==> config.mk <==
export PLATFORM = sky130hd
export DESIGN_NAME = cspc_top
export DESIGN_NICKNAME = d
export VERILOG_FILES = /design/src/rtl/cspc_pkg.sv /design/src/rtl/cspc_regs.sv /design/src/rtl/cspc_ctrl.sv /design/src/rtl/cspc_counter.sv /design/src/rtl/cspc_top.sv
export SDC_FILE = /design/constraint.sdc
export NUM_CORES = 1
export LEC_CHECK = 0
export ABC_AREA = 1
export BUFFER_PORTS_ARGS = -buffer_cell sky130_fd_sc_hd__buf_2
export CAP_MARGIN = 10
export CORE_UTILIZATION = 40
export DETAILED_ROUTE_END_ITERATION = 16
export PLACE_DENSITY = 0.7
export SYNTH_ARGS = -nofsm -noshare
export SYNTH_HDL_FRONTEND = slang
export SYNTH_SLANG_ARGS = --single-unit
export TNS_END_PERCENT = 5
==> constraint.sdc <==
create_clock -name clk -period 1.55 [get_ports clk]
set_clock_uncertainty 0.15 [all_clocks]
set_input_delay 0.155 -clock clk [delete_from_list [all_inputs] [get_ports clk]]
set_output_delay 0.155 -clock clk [all_outputs]
set_load 0.05 [all_outputs]
==> src/rtl/cspc_pkg.sv <==
package cspc_pkg;
  typedef enum logic [1:0] {
    ST_IDLE = 2'd0,
    ST_RUN  = 2'd1,
    ST_ERR  = 2'd2
  } run_st_e;

  typedef enum logic [2:0] {
    NX_KEEP = 3'd0,
    NX_HOST = 3'd1,
    NX_LOOP = 3'd2,
    NX_HOLD = 3'd3,
    NX_INC  = 3'd4
  } nx_src_e;
endpackage

==> src/rtl/cspc_regs.sv <==
module cspc_regs #(
  parameter int ADDR_W = 5
) (
  input  logic              clk,
  input  logic              start_wr,
  input  logic [ADDR_W-1:0] start_wdata,
  input  logic              loop_wr,
  input  logic [ADDR_W-1:0] loop_wdata,
  output logic [ADDR_W-1:0] hold_q,
  output logic [ADDR_W-1:0] loop_q
);
  // Neither register responds to reset.
  always_ff @(posedge clk) begin
    if (start_wr) hold_q <= start_wdata;
    if (loop_wr)  loop_q <= loop_wdata;
  end

  assert_loop_capture_R4: assert property (@(posedge clk)
    loop_wr |=> loop_q == $past(loop_wdata));
endmodule

==> src/rtl/cspc_ctrl.sv <==
module cspc_ctrl
  import cspc_pkg::*;
(
  input  logic    clk,
  input  logic    rst,
  input  logic    start_wr,
  input  logic    win_any,
  input  logic    instr_end,
  input  logic    instr_jump,
  input  logic    instr_retry,
  input  logic    instr_stop,
  input  logic    instr_fail,
  input  logic    err_any,
  input  logic    sec_wr,
  input  logic    sec_nz,
  output nx_src_e nx_src,
  output run_st_e state_q,
  output logic    run_q
);
  run_st_e st_n;

  always_comb begin
    nx_src = NX_KEEP;
    st_n   = state_q;
    if (start_wr) begin
      nx_src = NX_HOST;
      if (state_q != ST_RUN && sec_nz) st_n = ST_RUN;
      else if (state_q == ST_ERR)      st_n = ST_IDLE;
    end else if (state_q == ST_RUN && instr_end) begin
      if (instr_retry && err_any) begin
        nx_src = NX_LOOP;
      end else if (instr_fail && err_any) begin
        st_n = ST_ERR;
      end else if (instr_stop && !sec_nz) begin
        st_n = ST_IDLE;
      end else if (instr_jump) begin
        nx_src = NX_LOOP;
      end else begin
        nx_src = NX_INC;
      end
    end else if (state_q == ST_IDLE && sec_wr && sec_nz) begin
      nx_src = NX_HOLD;
      st_n   = ST_RUN;
    end else if (win_any) begin
      nx_src = NX_INC;
    end
  end

  always_ff @(posedge clk) begin
    if (rst) begin
      state_q <= ST_IDLE;
      run_q   <= 1'b0;
    end else begin
      state_q <= st_n;
      run_q   <= (st_n == ST_RUN);
    end
  end

  assert_err_sticky_R6: assert property (@(posedge clk) disable iff (rst)
    (state_q == ST_ERR && !start_wr) |=> state_q == ST_ERR);

  assert_stop_halts_R7: assert property (@(posedge clk) disable iff (rst)
    (state_q == ST_RUN && instr_end && instr_stop && !sec_nz && !start_wr &&
     !((instr_retry || instr_fail) && err_any)) |=> state_q == ST_IDLE);

  assert_fail_halts_R6: assert property (@(posedge clk) disable iff (rst)
    (state_q == ST_RUN && instr_end && instr_fail && !instr_retry && err_any &&
     !start_wr) |=> (state_q == ST_ERR && !run_q));
endmodule

==> src/rtl/cspc_counter.sv <==
module cspc_counter
  import cspc_pkg::*;
#(
  parameter int ADDR_W = 5
) (
  input  logic              clk,
  input  logic              rst,
  input  nx_src_e           nx_src,
  input  logic [ADDR_W-1:0] host_d,
  input  logic [ADDR_W-1:0] loop_d,
  input  logic [ADDR_W-1:0] hold_d,
  output logic [ADDR_W-1:0] pc_q
);
  localparam logic [ADDR_W-1:0] PC_ONE = ADDR_W'(1);

  always_ff @(posedge clk) begin
    if (rst) begin
      pc_q <= '0;
    end else begin
      case (nx_src)
        NX_HOST: pc_q <= host_d;
        NX_LOOP: pc_q <= loop_d;
        NX_HOLD: pc_q <= hold_d;
        NX_INC:  pc_q <= pc_q + PC_ONE;
        default: pc_q <= pc_q;
      endcase
    end
  end

  assert_restart_from_hold_R7: assert property (@(posedge clk) disable iff (rst)
    nx_src == NX_HOLD |=> pc_q == $past(hold_d));
endmodule

==> src/rtl/cspc_top.sv <==
module cspc_top
  import cspc_pkg::*;
#(
  parameter int ADDR_W = 5,
  parameter int NWIN   = 4,
  parameter int NERR   = 3,
  parameter int CNT_W  = 8
) (
  input  logic              clk,
  input  logic              rst,
  input  logic              start_wr,
  input  logic [ADDR_W-1:0] start_wdata,
  input  logic              loop_wr,
  input  logic [ADDR_W-1:0] loop_wdata,
  input  logic [NWIN-1:0]   win_wr,
  input  logic              instr_end,
  input  logic              instr_jump,
  input  logic              instr_retry,
  input  logic              instr_stop,
  input  logic              instr_fail,
  input  logic [NERR-1:0]   err_flags,
  input  logic              sec_wr,
  input  logic [CNT_W-1:0]  sec_cnt,
  output logic [ADDR_W-1:0] pc_o,
  output logic              running_o
);
  logic [ADDR_W-1:0] hold_q;
  logic [ADDR_W-1:0] loop_q;
  nx_src_e           nx_src;
  run_st_e           state_q;
  logic              win_any;
  logic              err_any;
  logic              sec_nz;

  assign win_any = |win_wr;
  assign err_any = |err_flags;
  assign sec_nz  = |sec_cnt;

  cspc_regs #(.ADDR_W(ADDR_W)) u_regs (
    .clk(clk), .start_wr(start_wr), .start_wdata(start_wdata),
    .loop_wr(loop_wr), .loop_wdata(loop_wdata),
    .hold_q(hold_q), .loop_q(loop_q)
  );

  cspc_ctrl u_ctrl (
    .clk(clk), .rst(rst), .start_wr(start_wr), .win_any(win_any),
    .instr_end(instr_end), .instr_jump(instr_jump), .instr_retry(instr_retry),
    .instr_stop(instr_stop), .instr_fail(instr_fail), .err_any(err_any),
    .sec_wr(sec_wr), .sec_nz(sec_nz),
    .nx_src(nx_src), .state_q(state_q), .run_q(running_o)
  );

  cspc_counter #(.ADDR_W(ADDR_W)) u_cnt (
    .clk(clk), .rst(rst), .nx_src(nx_src),
    .host_d(start_wdata), .loop_d(loop_q), .hold_d(hold_q),
    .pc_q(pc_o)
  );

  assert_host_load_R1: assert property (@(posedge clk) disable iff (rst)
    start_wr |=> pc_o == $past(start_wdata));

  assert_window_step_R3: assert property (@(posedge clk) disable iff (rst)
    (!running_o && win_any && !start_wr && !sec_wr)
      |=> pc_o == ADDR_W'($past(pc_o) + 1'b1));

  assert_jump_loads_R4: assert property (@(posedge clk) disable iff (rst)
    (running_o && instr_end && instr_jump && !start_wr && !instr_stop &&
     !((instr_retry || instr_fail) && err_any)) |=> pc_o == $past(loop_q));

  assert_retry_loads_R5: assert property (@(posedge clk) disable iff (rst)
    (running_o && instr_end && instr_retry && err_any && !start_wr)
      |=> (pc_o == $past(loop_q) && running_o));

  assert_halted_quiet_R8: assert property (@(posedge clk) disable iff (rst)
    (!running_o && !start_wr && !win_any && !sec_wr) |=> $stable(pc_o));

  assert_halted_dup_R9: assert property (@(posedge clk) disable iff (rst)
    (state_q != ST_RUN) |-> !running_o);
endmodule

# Yosys cells after proc, flatten, opt, wreduce, memory -nomap -nowiden

Index checks and enable logic that the tools add are counted.

Word-level logic and storage cells: 44
Output and inout bits: 6
Flip-flop bits (word level): 18
Bits of input ports: 35

Reductions and logical operators: 13
Add/sub/neg operators: 1
Multiplexer cells: 17
Equality and inequality tests: 8

Operators by type and width:

| cell                                                                     | count |
|---|---|
| 3-bit 2-to-1 mux                                                         | 8 |
| 5-bit case mux with 4 select lines                                       | 1 |
| 2-bit 2-to-1 mux                                                         | 8 |
| 8-bit OR reduction                                                       | 1 |
| 1-bit logical AND                                                        | 7 |
| 3-bit by 2-bit equality test with 1-bit output (second input constant)   | 2 |
| 5-bit by 1-bit adder with 5-bit output (second input constant)           | 1 |
| 2-bit by 1-bit equality test with 1-bit output (second input constant)   | 2 |
| 4-bit nonzero test                                                       | 1 |
| 4-bit OR reduction                                                       | 1 |
| 3-bit by 1-bit equality test with 1-bit output (second input constant)   | 1 |
| 3-bit equality test (second input constant)                              | 1 |
| 3-bit OR reduction                                                       | 1 |
| 2-bit equality test (second input constant)                              | 1 |
| 2-bit logical NOT                                                        | 1 |
| 2-bit by 1-bit inequality test with 1-bit output (second input constant) | 1 |
| 1-bit logical NOT                                                        | 1 |

# Logic depth before layout (Yosys ltp)

Gate-level depths: netlist (run 1).

Word-level depth: 10
Mapped depth: 12
Depth with buffers taken out: 12

# By module

Synthesis (run 1) repeated with hierarchy kept, for this count alone.

Cell total of the unflattened synthesis: 161
Area total of the unflattened synthesis: 1139.8 um^2

Modules (own cells, without submodules):

| module       | seq. area each (um^2) | times used | area each (um^2) | cells an instance |
|---|---|---|---|---|
| cspc_counter | 100.1                 | 1          | 521.8            | 90 |
| cspc_regs    | 300.3                 | 1          | 300.3            | 10 |
| cspc_ctrl    | 60.1                  | 1          | 239.0            | 40 |
| cspc_top     | 0.0                   | 1          | 78.8             | 21 |

# Least setup slack after synthesis (run 1)

Ideal clock, no wire load.

Kind: reg2reg
From: reg u_cnt.pc_q[1]
To: reg u_cnt.pc_q[4]
Setup slack: -0.131 ns
Path buffers: 0
Data required time: 1.284 ns
Cell stages (with the launch flop): 8
Setup time: 0.116 ns
Arrival: 1.415 ns
Clock period less this slack: 1.681 ns
Path through: dfxtp_1 ha_1 nand3_1 xnor2_1 nand2_1 nand3_1 nor2_1 nor2_1

Word-level cells in the longest chain between the ends: 2

RTL lines:

| element                                | line               | RTL |
|---|---|---|
| start: declaration                     | cspc_counter.sv:12 | `output logic [ADDR_W-1:0] pc_q` |
| start signal: assignment               | cspc_counter.sv:21 | `NX_HOST: pc_q <= host_d;` |
| start signal: assignment               | cspc_counter.sv:22 | `NX_LOOP: pc_q <= loop_d;` |
| start signal: assignment               | cspc_counter.sv:23 | `NX_HOLD: pc_q <= hold_d;` |
| 5-bit by 1-bit adder with 5-bit output | cspc_counter.sv:24 | `NX_INC: pc_q <= pc_q + PC_ONE;` |
| 5-bit case mux with 4 select lines     | cspc_counter.sv:20 | `case (nx_src)` |

No other way between the ends.
A chain may end at the register's enable or synchronous reset.

# Worst setup path after layout (run 1)

From: reg u_ctrl.state_q[1]
To: reg u_cnt.pc_q[3]

Word-level cells in the longest chain between the ends: 8
Elaborated cells on any way between the ends: 14
Classes of those cells: eq/ne: 5; mux: 4; reduce/logical: 5

RTL lines:

| element                                                                  | line               | RTL |
|---|---|---|
| start: declaration                                                       | cspc_ctrl.sv:17    | `output run_st_e state_q,` |
| start signal: assignment                                                 | cspc_ctrl.sv:54    | `state_q <= st_n;` |
| 2-bit logical NOT                                                        | cspc_ctrl.sv:41    | `end else if (state_q == ST_IDLE && sec_wr && sec_nz) begin` |
| 1-bit logical AND (2 in a row)                                           | cspc_ctrl.sv:41    |  |
| 3-bit 2-to-1 mux                                                         | cspc_ctrl.sv:41    |  |
| 3-bit 2-to-1 mux *                                                       | cspc_ctrl.sv:29    | `end else if (state_q == ST_RUN && instr_end) begin` |
| 3-bit 2-to-1 mux *                                                       | cspc_ctrl.sv:25    | `if (start_wr) begin` |
| 3-bit equality test (tied with other cells)                              | cspc_counter.sv:20 |  |
| 5-bit case mux with 4 select lines or 4-bit nonzero test (tied branches) | -                  |  |

Mark *: on every way between the ends. The rest lies on a longest branch, timed or not.

==> metrics.md, run 1 <==
| Metric | Value |
|---|---|
| Outcome | finished, violations left |
| Violations in the final reports | setup timing |
| H-Tree Level Count | 1 |
| Overall via count from detail_route | 1061 |
| Cell breakdown of the critical path | inv_2 -> nand2_2 -> nor2_4 -> o21ai_4 -> a21oi_2 -> nand2_2 -> nor2_4 -> nand2_1 -> nand3_1 -> nor2_1 -> nor2_1 |
| Signal arrival time at the worst endpoint | 1650 ps |
| Top-area cell type share of the netlist area | between 20% and 30% |
| Initial antenna violation count | 0 |
| Post-DP Area | 1360 um2 |
| Timing startpoint of the critical path | u_ctrl.state_q[1] |
| Number of nets in the final layout | 228 |
| Number of cells on the critical path | 11 |
| Clock transition at path regs | 100 ps |
| Starting density of the core | between 40% and 50% |
| Buffers on Ports | 40 |
| Final period demand of the worst path | approximately 1600 ps |
| Num CTS Buffers | 3 |
| Vias in the first global route | 1024 |
| Die area | 2890 um2 |
| Syn. warnings | 0 |
| Final clock period utilization by the worst path | 102% |
| Count of pins over their slew limit | 0 |
| Core area | about 2500 um2 |
| Worst-skew pair later-pin latency | around 280 ps |
| Post-Synthesis Cell Area | 1070 um2 |
| Final antenna-violating net count | 0 |
| Biggest area contributors in the synthesized netlist | sky130_fd_sc_hd__edfxtp_1 28%, sky130_fd_sc_hd__dfxtp_1 15%, sky130_fd_sc_hd__nand2_1 10%, sky130_fd_sc_hd__nor2_1 7.0%, sky130_fd_sc_hd__nand3_4 4.9% |
| Rows | 18 |
| Layout fillers | 209 |
| Detail Placement HPWL | 1970 um |
| Reg-to-reg setup timing slack | -20 ps |
| Final Hold Violating Endpoints | 0 |
| # setup viols final | 1 |
| Initial DRC Count | 18 |
| Relative max-transition margin | 80.5% |
| Leading register cell type out of synthesis | sky130_fd_sc_hd__edfxtp_1 |
| Clock Path Buffers | 2 |
| Syn avg cell area | 8.37 um2 |
| Count of unresolved DRC violations after routing | 0 |
| Final routed wirelength across all metal layers | 2500 um |
| Critical Path Fanout Max | 6 |
| Fraction of met2 tracks used by global routing | between 30 and 40% |
| Die extent in y | 53.7 um |
| Worst hold-check path type | input pin to flop |
| Total power of the final layout | 1.16 mW |
| I/O pins | 41 |
| Post-Route Setup TNS | -23.7 ps |
| Count of inserted antenna diode cells | 0 |
| Cell variety after synth | 28 |
| Startpoint class of the critical path | flop |
| Crit path max-delay family | simple AND/OR/NAND/NOR gates |
| Maximum clock frequency | 0.635 GHz |
| CP bufs+invs | 1 |
| Clk sinks | 18 |
| Combinational cell fraction of total power | 30.6% |
| Switching Power | 0.373 mW |
| Leakage power | roughly 0.7 nW |
| Critical Path Sink Type | flop |
| Path depth of the worst reg2reg path | 11 |
| Synth async-reset ratio | 0% |
| Global-route wire length before repair | ~4000 um |
| End of the worst register-to-register path | u_cnt.pc_q[3] |
| Die extent in x | approximately 54 um |
| Tot GR Track Use | 19.2% |
| Clock tree from TritonCTS | built |
| Post-synth EDFFs | 10 |
| Required time of the worst setup path | 1630 ps |
| Proportion of layout cells with a drive suffix above 1 | 43.5% |
| Busiest layer in global routing | met2 |
| Power Internal | roughly 0.8 mW |
| Post-Route Hold Slack | between 100 and 150 ps |
| GR Layer Usage met3 | 5.93% |
| Non-filler instance count after layout | 221 |
| Worst setup path endpoint | u_cnt.pc_q[3] |
| Gp weighted congestion | 0.842 |
| Final worst-path setup slack | -23.7 ps |
| Maximum number of pins on one net before global-route repair | 12 |
| Post-synthesis cell count | roughly 130 |
| Growth of design area from synthesis to finish | 43.6% |
| Power density cells | 754 nW/um2 |
| Slowest cell delay on critical path | between 300 and 400 ps |
| Number of placed cells counting well taps | between 200 and 250 |
| R2R Path Start | u_ctrl.state_q[1] |
| Class of the most critical setup path | flop to flop |
| FF+latch count, synth | 18 |
| Portion of the post-synthesis area used by sequential elements | 43.0% |
| Setup repair after global routing missed its margin | yes |
| Final std cell area, no fill | 1540 um2 |
| Count of TritonRoute iterations in the first routing pass | 4 |
| VDD IR-drop max | 656 uV |
| Met1 track demand over resource | 19.8% |
| Cell taking the most area after synthesis | sky130_fd_sc_hd__edfxtp_1 |
| Routed length per placed instance | 11.3 um |
| Max-cap violations | 0 |
| Nets in the synthesized netlist | 164 |
| Transition time at the pin with the least slew margin | a little under 300 ps |
| Clock power frac | 19.5% |
| Part of the power in registers | between 40 and 50% |
| Number of vias per cell | around 4.8 |
| Max stage delay cell, worst path | sky130_fd_sc_hd__dfxtp_2 |
| Root cell of the clock tree | sky130_fd_sc_hd__clkbuf_4 |
| Overflow left after global routing | 0 |
| Net switching share of the total power | 32.2% |
[cell usage after synthesis, types with 2 or more instances]
cell                       number
sky130_fd_sc_hd__a21oi_1        5
sky130_fd_sc_hd__dfxtp_1        8
sky130_fd_sc_hd__edfxtp_1      10
sky130_fd_sc_hd__inv_1          5
sky130_fd_sc_hd__inv_2          4
sky130_fd_sc_hd__nand2_1       29
sky130_fd_sc_hd__nand2_2        6
sky130_fd_sc_hd__nand3_1        9
sky130_fd_sc_hd__nand3_4        3
sky130_fd_sc_hd__nand4_1        3
sky130_fd_sc_hd__nor2_1        20
sky130_fd_sc_hd__nor2_2         5
sky130_fd_sc_hd__o21ai_1        5
sky130_fd_sc_hd__or2_1          2
[power by group through the flow]
stage               Clock [mW]  Sequential (mW)  Combinational, mW
finish                   0.226            0.579              0.354
global route             0.261            0.583              0.386
CTS                      0.238            0.578              0.352
detailed placement           0            0.588              0.323
global placement             0            0.585              0.316
floorplan                    0            0.644              0.146
[per-stage QoR]
stage | setup WS, ps | utilization [%]
floorplan | 38.5 | -
CTS | -41.1 | 61.2
detailed placement | -125 | 54.6
global route | -113 | 61.5
global placement | -82.6 | 54.6
finish | -23.7 | 61.5
[kinds of logic (layout without fill, tap and decap cells)]
| kind of cell | count (synthesis) | count (layout) | synth area share (%) |
|---|---|---|---|
| AND/OR/NAND/NOR | 83 | 83 | 41.5 |
| buffers and inverters | 10 | 73 | 3.50 |
| AO/OA/AOI/OAI | 14 | 14 | 9.23 |
| flip-flops | 18 | 18 | 43.0 |
| adder cells (fa/ha/maj) | 1 | 1 | 1.17 |
| XOR/XNOR | 2 | 2 | 1.64 |
[metal layers]
metal,wire length (um),part of all wire [%]
met1,1050,42
met2,1350,54
met3,91,3.6
met4,8,0.32
met5,0,0
[how the worst min path moves through the flow]
stage                        from          endpoint  slack (ps)  depth (start not counted)
global route             start_wr  u_regs.hold_q[0]         100                          1
floorplan                     rst     u_cnt.pc_q[0]          70                          1
finish                   start_wr  u_regs.hold_q[0]         110                          1
detailed placement  loop_wdata[4]  u_regs.loop_q[4]         180                          1
global placement    loop_wdata[4]  u_regs.loop_q[4]         180                          1
CTS                      start_wr  u_regs.hold_q[2]         110                          1
[placed cells by master (no fill, tap or decap), types with 4 or more instances in the layout]
cell type                       count
sky130_fd_sc_hd__a21oi_1            5
sky130_fd_sc_hd__buf_2             40
sky130_fd_sc_hd__buf_4              7
sky130_fd_sc_hd__dfxtp_1            4
sky130_fd_sc_hd__dlygate4sd3_1     12
sky130_fd_sc_hd__edfxtp_1          10
sky130_fd_sc_hd__inv_1              5
sky130_fd_sc_hd__inv_2              4
sky130_fd_sc_hd__nand2_1           27
sky130_fd_sc_hd__nand2_2            8
sky130_fd_sc_hd__nand3_1            8
sky130_fd_sc_hd__nor2_1            19
sky130_fd_sc_hd__nor2_2             4
sky130_fd_sc_hd__o21ai_1            5
[repair_timing]
| item | CTS | global route |
|---|---|---|
| resized for setup | 7 | 2 |
| setup endpoints to repair | 5 | 5 |
| hold buffers | 12 | 0 |
| endpoints found under the hold margin | 21 | 0 |
| setup buffers | 0 | 0 |
| pin swaps | 2 | 3 |
[state kept, by name, summed over array words and instances, names as in the netlist]
name	cells
u_cnt.pc_q	5
u_regs.hold_q	5
u_ctrl.run_q	1
u_regs.loop_q	5
u_ctrl.state_q	2
[area by class of cell]
| cell class | instances | area (um2) | area share (%) |
|---|---|---|---|
| clock buffer | 3 | 22.5 | 1.46 |
| multi-input combinational | 100 | 596 | 38.7 |
| inverter | 10 | 37.5 | 2.44 |
| timing repair buffer | 59 | 373 | 24.2 |
| sequential | 18 | 468 | 30.4 |
| clock inverter | 1 | 3.75 | 0.244 |
| tap | 30 | 37.5 | 2.44 |
(Power assumes the default switching activity.)
==> run 2, diff against run 1 <==
--- a/config.mk
+++ b/config.mk
@@ -8,6 +8,7 @@
 export ABC_AREA = 1
 export BUFFER_PORTS_ARGS = -buffer_cell sky130_fd_sc_hd__buf_2
 export CAP_MARGIN = 10
+export CORE_MARGIN = 2
 export CORE_UTILIZATION = 40
 export DETAILED_ROUTE_END_ITERATION = 16
 export PLACE_DENSITY = 0.7
==> constraint.sdc (replaced) <==
create_clock -name clk -period 1.4 [get_ports clk]
set_clock_uncertainty 0.15 [all_clocks]
set_input_delay 0.14 -clock clk [delete_from_list [all_inputs] [get_ports clk]]
set_output_delay 0.14 -clock clk [all_outputs]
set_load 0.05 [all_outputs]
==> run 2 against run 1 <==
The flow still finishes with violations (setup timing). Global-route usage decreased by 0.73 points. Clock power is 44% higher. Setup slack worse by 160 ps. Sequential share of layout area is 0.92 points lower. Sequential cell count stayed put. Largest cell class unchanged. Highest routed layer unchanged.
==> metrics.md, run 2 (synthesis gave the netlist of run 1 again) <==
| Metric | Value |
|---|---|
| Die extent in y | 55.7 um |
| Worst hold-check path type | input pin to flop |
| Post-Place Worst Slack | -255 ps |
| Growth of design area from synthesis to finish | 48.8% |
| Most frequent cells in the layout | 40 x sky130_fd_sc_hd__buf_2, 27 x sky130_fd_sc_hd__nand2_1, 18 x sky130_fd_sc_hd__nor2_1 |
| Maximum number of pins on one net before global-route repair | 11 |
| Final period demand of the worst path | around 1600 ps |
| Die area | 3110 um2 |
| Die extent in x | 55.7 um |
| Count of pins over their slew limit | 0 |
| Violations in the final reports | setup timing |
| Core area | ~2500 um2 |
| Power density cells | 866 nW/um2 |
| I/O pins | 41 |
| Largest registers | u_cnt.pc_q: 5 flops, u_regs.hold_q: 5 flops, u_regs.loop_q: 5 flops |
| Clock transition at path regs | roughly 110 ps |
| Clock tree from TritonCTS | built |
| Detail Placement HPWL | 2120 um |
| Initial DRC Count | 17 |
| Layout fillers | 214 |
| Overall via count from detail_route | 1108 |
| Count of TritonRoute iterations in the first routing pass | 4 |
| Critical Path Sink Type | flop |
| Vias in the first global route | 1119 |
| Leakage power | 0.723 nW |
| Final antenna-violating net count | 0 |
| Transition time at the pin with the least slew margin | roughly 270 ps |
| Setup repair after global routing missed its margin | yes |
| Cell depth of the worst min-delay path | 5 |
| Relative max-transition margin | 82.1% |
| Buffers on Ports | 40 |
| Total power of the final layout | approximately 1.4 mW |
| Overflow left after global routing | 0 |
| Proportion of layout cells with a drive suffix above 1 | 48.2% |
| Startpoint class of the critical path | flop |
| Initial antenna violation count | 0 |
| Number of nets in the final layout | 232 |
| Gp weighted congestion | 0.862 |
| Final std cell area, no fill | 1590 um2 |
| VDD IR-drop max | 814 uV |
| Post-DP Area | 1390 um2 |
| Leading cell type in the layout, fill and taps excluded | sky130_fd_sc_hd__buf_2 |
| Clock Path Buffers | 2 |
| Worst-skew pair later-pin latency | 300 ps |
| Maximum clock frequency | 0.631 GHz |
| Final clock period utilization by the worst path | 113% |
| Root cell of the clock tree | sky130_fd_sc_hd__clkbuf_4 |
| Critical Path Fanout Max | 5 |
| Final Hold Violating Endpoints | 0 |
| # setup viols final | 7 |
| Num CTS Buffers | 3 |
| Number of vias per cell | 4.92 |
| Max-cap violations | 0 |
| Final worst-path setup slack | -186 ps |
| Routed length per placed instance | 11.9 um |
| Required time of the worst setup path | 1460 ps |
| Starting density of the core | 42.8% |
| Path depth of the worst reg2reg path | 11 |
| Rows | 18 |
| Outcome | finished, violations left |
| Post-Route Setup TNS | -996 ps |
| Class of the most critical setup path | flop to flop |
| Tot GR Track Use | a little under a fifth |
| Count of inserted antenna diode cells | 0 |
| Non-filler instance count after layout | roughly 230 |
| Signal arrival time at the worst endpoint | about 1600 ps |
| Clk sinks | 18 |
| Final routed wirelength across all metal layers | 2670 um |
| Global-route wire length before repair | 4600 um |
| Count of unresolved DRC violations after routing | 0 |
| Number of placed cells counting well taps | ~210 |
| H-Tree Level Count | 1 |
## run 2: cell count changes in the layout (fill, tap and decap cells not counted), moves of 2 or more
cell / before / now
sky130_fd_sc_hd__dfxtp_1: 4 / 2
sky130_fd_sc_hd__a21oi_1: 5 / 2
sky130_fd_sc_hd__dfxtp_2: 3 / 5
sky130_fd_sc_hd__a21oi_2: 1 / 4
sky130_fd_sc_hd__buf_4: 7 / 11
## run 2: path summary, 6_finish.rpt
| path | from | end | slack (ps) |
|---|---|---|---|
| setup / recovery | u_ctrl.state_q[0] | u_cnt.pc_q[3] | -190 |
| hold / removal | start_wr | u_ctrl.state_q[0] | 180 |
| setup reg to reg | u_ctrl.state_q[0] | u_cnt.pc_q[3] | -190 |
| hold reg to reg | u_cnt.pc_q[3] | u_cnt.pc_q[3] | 400 |
## run 2: final cells by class
| type | instances | area, um2 | area share (%) |
|---|---|---|---|
| Tap cell | 30 | 37.5 | 2.35 |
| Timing Repair Buffer | 63 | 403 | 25.3 |
| Inverter | 10 | 37.5 | 2.35 |
| Clock buffer | 4 | 36.3 | 2.28 |
| Sequential cell | 18 | 470 | 29.5 |
| Multi-Input combinational cell | 100 | 609 | 38.2 |
## run 2: power by group
group          total, mW  switching, mW  internal, mW
combinational      0.418          0.244         0.174
clock              0.325          0.167         0.159
sequential         0.637         0.0279         0.609
## run 2: critical path, stage by stage (launching register included)
cell                      delay, ps
sky130_fd_sc_hd__dfxtp_2        400
sky130_fd_sc_hd__nand3_4        100
sky130_fd_sc_hd__inv_2           80
sky130_fd_sc_hd__nand2_4         70
sky130_fd_sc_hd__nor2_4         100
sky130_fd_sc_hd__nand3_4        110
sky130_fd_sc_hd__nand2_2        100
sky130_fd_sc_hd__nand2_2         90
sky130_fd_sc_hd__nand3_1         70
sky130_fd_sc_hd__nand3_1         70
sky130_fd_sc_hd__nor2_1         110
sky130_fd_sc_hd__nor2_1          40
## run 2: layer usage
| layer | wire, um | up-vias | share of wire [%] | global-route usage, % |
|---|---|---|---|---|
| met4 | 10 | 0 | 0.37 | 2.79 |
| met5 | 0 | - | 0 | 0 |
| li1 | - | 561 | - | - |
| met3 | 106 | 2 | 4.0 | 5.35 |
| met1 | 1090 | 522 | 41 | 20.6 |
| met2 | 1460 | 23 | 55 | 35.0 |
## run 2: through the flow
step / util, % / hold slack (ps)
after floorplan: - / 49.4
after CTS: 62.6 / 162
final: 63.8 / 181
after detailed placement: 55.7 / 169
after global routing: 63.8 / 184
after global placement: 55.7 / 166
## run 2: what timing repair did
action | in CTS | in global routing
pin swaps | 2 | 4
endpoints found under the hold margin | 21 | 0
endpoints found under the setup margin | 6 | 8
setup buffers | 1 | 0
hold buffers | 12 | 0
gates resized for setup | 3 | 8
==> run 3, diff against run 2 <==
--- a/config.mk
+++ b/config.mk
@@ -9,9 +9,9 @@
 export BUFFER_PORTS_ARGS = -buffer_cell sky130_fd_sc_hd__buf_2
 export CAP_MARGIN = 10
 export CORE_MARGIN = 2
-export CORE_UTILIZATION = 40
+export CORE_UTILIZATION = 43
 export DETAILED_ROUTE_END_ITERATION = 16
-export PLACE_DENSITY = 0.7
+export PLACE_DENSITY = 0.74
 export SYNTH_ARGS = -nofsm -noshare
 export SYNTH_HDL_FRONTEND = slang
 export SYNTH_SLANG_ARGS = --single-unit
==> run 3 against run 2 <==
The run still ends with setup timing left. Register-to-register slack got worse by 60 ps. Sequential cell count unchanged. Setup slack got worse by 58 ps. Critical endpoint is now u_cnt.pc_q[4]. Sequential share of layout area down 1.1 points. Wire length up 7.3%. Design area increased by 4.5%. Final cell count is 3.1% higher. Critical path depth stayed put. Sequential power about the same. Non-clock buffer count is 7 higher. Utilization is 5.3 points higher. First-iteration DRC count grew 76%.
==> metrics.md, run 3 (synthesis gave the netlist of run 1 again) <==
| Metric | Value |
|---|---|
| Worst-skew pair later-pin latency | 300 ps |
| Clock power frac | a little under a quarter |
| H-Tree Level Count | 1 |
| VDD IR-drop max | roughly 690 uV |
| Critical Path Sink Type | flop |
| Largest registers | u_cnt.pc_q: 5 flops, u_regs.hold_q: 5 flops, u_regs.loop_q: 5 flops |
| Setup repair after global routing missed its margin | yes |
| Count of TritonRoute iterations in the first routing pass | 4 |
| Detail Placement HPWL | slightly below 2000 um |
| Violations in the final reports | setup timing |
| Clk sinks | 18 |
| Final antenna-violating net count | 0 |
| Power density cells | roughly 850 nW/um2 |
| Num CTS Buffers | 3 |
| Clock Path Buffers | 2 |
| # setup viols final | 7 |
| Layout fillers | 189 |
| Root cell of the clock tree | sky130_fd_sc_hd__clkbuf_4 |
| Worst hold-check path type | input pin to flop |
| Post-Place Worst Slack | -301 ps |
| Non-filler instance count after layout | about 230 |
| Area of the multi-input gates | roughly 630 um2 |
| Number of nets in the final layout | 239 |
| Power Internal | 0.961 mW |
| I/O pins | 41 |
| Count of unresolved DRC violations after routing | 0 |
| Total power of the final layout | 1.41 mW |
| Part of the power in registers | 45.2% |
| Vias in the first global route | 1107 |
| Leakage power | a little under 0.8 nW |
| Overall via count from detail_route | 1146 |
| Buffers on Ports | 40 |
| Rows | 18 |
| Proportion of layout cells with a drive suffix above 1 | 50.5% |
| Global-route wire length before repair | ~4600 um |
| Startpoint class of the critical path | flop |
| Most frequent cells in the layout | 40 x sky130_fd_sc_hd__buf_2, 26 x sky130_fd_sc_hd__nand2_1, 19 x sky130_fd_sc_hd__nor2_1 |
| Outcome | finished, violations left |
| Count of pins over their slew limit | 0 |
| Critical Path Fanout Max | 5 |
| Signal arrival time at the worst endpoint | 1700 ps |
| Number of placed cells counting well taps | 210 |
| Post-Route Setup TNS | -1230 ps |
| Overflow left after global routing | 0 |
| Gp weighted congestion | between 0.8 and 0.9 |
| Die extent in x | 53.9 um |
| Transition time at the pin with the least slew margin | about 260 ps |
| Max-cap violations | 0 |
| Starting density of the core | around 44% |
| Final clock period utilization by the worst path | 117% |
| Growth of design area from synthesis to finish | 55.5% |
| Final period demand of the worst path | 1640 ps |
| Tot GR Track Use | a little over a fifth |
| Number of vias per cell | 4.94 |
| Clock transition at path regs | 110 ps |
| Relative max-transition margin | 83.1% |
| Combinational cell fraction of total power | 32.1% |
| Required time of the worst setup path | 1450 ps |
| Final routed wirelength across all metal layers | between 2000 and 3000 um |
| Area used by sequential logic in the layout | about 470 um2 |
| Initial DRC Count | 30 |
| Die extent in y | 53.9 um |
| Maximum number of pins on one net before global-route repair | 11 |
| Clock tree from TritonCTS | built |
| Initial antenna violation count | 0 |
| Core area | between 2000 and 2500 um2 |
| Net switching share of the total power | about a third |
| Leading cell type in the layout, fill and taps excluded | sky130_fd_sc_hd__buf_2 |
| Die area | 2910 um2 |
| Switching Power | ~0.45 mW |
| Final worst-path setup slack | -244 ps |
| Maximum clock frequency | between 0.6 and 0.7 GHz |
| Class of the most critical setup path | flop to flop |
| Fraction of the core area covered by cells at the end of the flow | 69.1% |
| Count of inserted antenna diode cells | 0 |
| Final Hold Violating Endpoints | 0 |
| Routed length per placed instance | ~12 um |
run 3: cell count changes in the layout (fill, tap and decap cells not counted), sizes merged:
cell / before / now
buf: 51 / 58
run 3: power groups by stage:
stage	combinational [mW]	sequential, mW	clock [mW]
CTS	0.414	0.637	0.323
finish	0.454	0.638	0.319
global placement	0.369	0.647	0
detailed placement	0.380	0.648	0
global route	0.496	0.643	0.352
floorplan	0.162	0.715	0
run 3: worst max-delay path: stages, from the launching register on:
cell	delay, ps
sky130_fd_sc_hd__dfxtp_2	330
sky130_fd_sc_hd__inv_2	70
sky130_fd_sc_hd__nand2_2	60
sky130_fd_sc_hd__nor2_4	90
sky130_fd_sc_hd__o21ai_4	90
sky130_fd_sc_hd__a21oi_2	180
sky130_fd_sc_hd__nand2_2	140
sky130_fd_sc_hd__buf_4	170
sky130_fd_sc_hd__nand3_1	70
sky130_fd_sc_hd__nand2_1	50
sky130_fd_sc_hd__nor2_1	90
sky130_fd_sc_hd__nor2_1	40
run 3: worst paths after layout:
path / to / start / slack, ps / depth (start not counted)
max: u_cnt.pc_q[4] / u_ctrl.state_q[1] / -240 / 11
min: u_regs.hold_q[3] / start_wr / 180 / 2
max reg2reg: u_cnt.pc_q[4] / u_ctrl.state_q[1] / -240 / 11
min reg2reg: u_cnt.pc_q[3] / u_cnt.pc_q[3] / 420 / 2
run 3: repair_timing:
action,in CTS,in global routing
endpoints found under the hold margin,21,0
cloned,0,0
hold buffers,12,0
setup buffers,1,5
resized for setup,5,10
pin swaps,3,12
endpoints found under the setup margin,6,8
run 3: final cells by class:
cell class                      instances  share of cell area, %
Multi-Input combinational cell        100                   37.6
Sequential cell                        18                   28.4
Timing Repair Buffer                   70                   27.3
Inverter                               10                   2.25
Tap cell                               30                   2.25
Clock buffer                            4                   2.18
run 3: layer usage:
| layer | share of wire, % | vias to the layer above | wire length (um) | GRT usage [%] |
|---|---|---|---|---|
| met5 | 0 | - | 0 | 0 |
| met4 | 1.1 | 0 | 32 | 5.56 |
| met3 | 5.2 | 6 | 149 | 5.56 |
| met2 | 55 | 34 | 1560 | 41.5 |
| met1 | 39 | 532 | 1120 | 23.6 |
| li1 | - | 574 | - | - |
run 3: through the flow:
step | hold WS [ps] | area [um2]
after floorplan | 49.4 | 1080
after global placement | 167 | 1410
after detailed placement | 169 | 1410
after CTS | 173 | 1590
after global routing | 181 | 1670
final | 177 | 1670
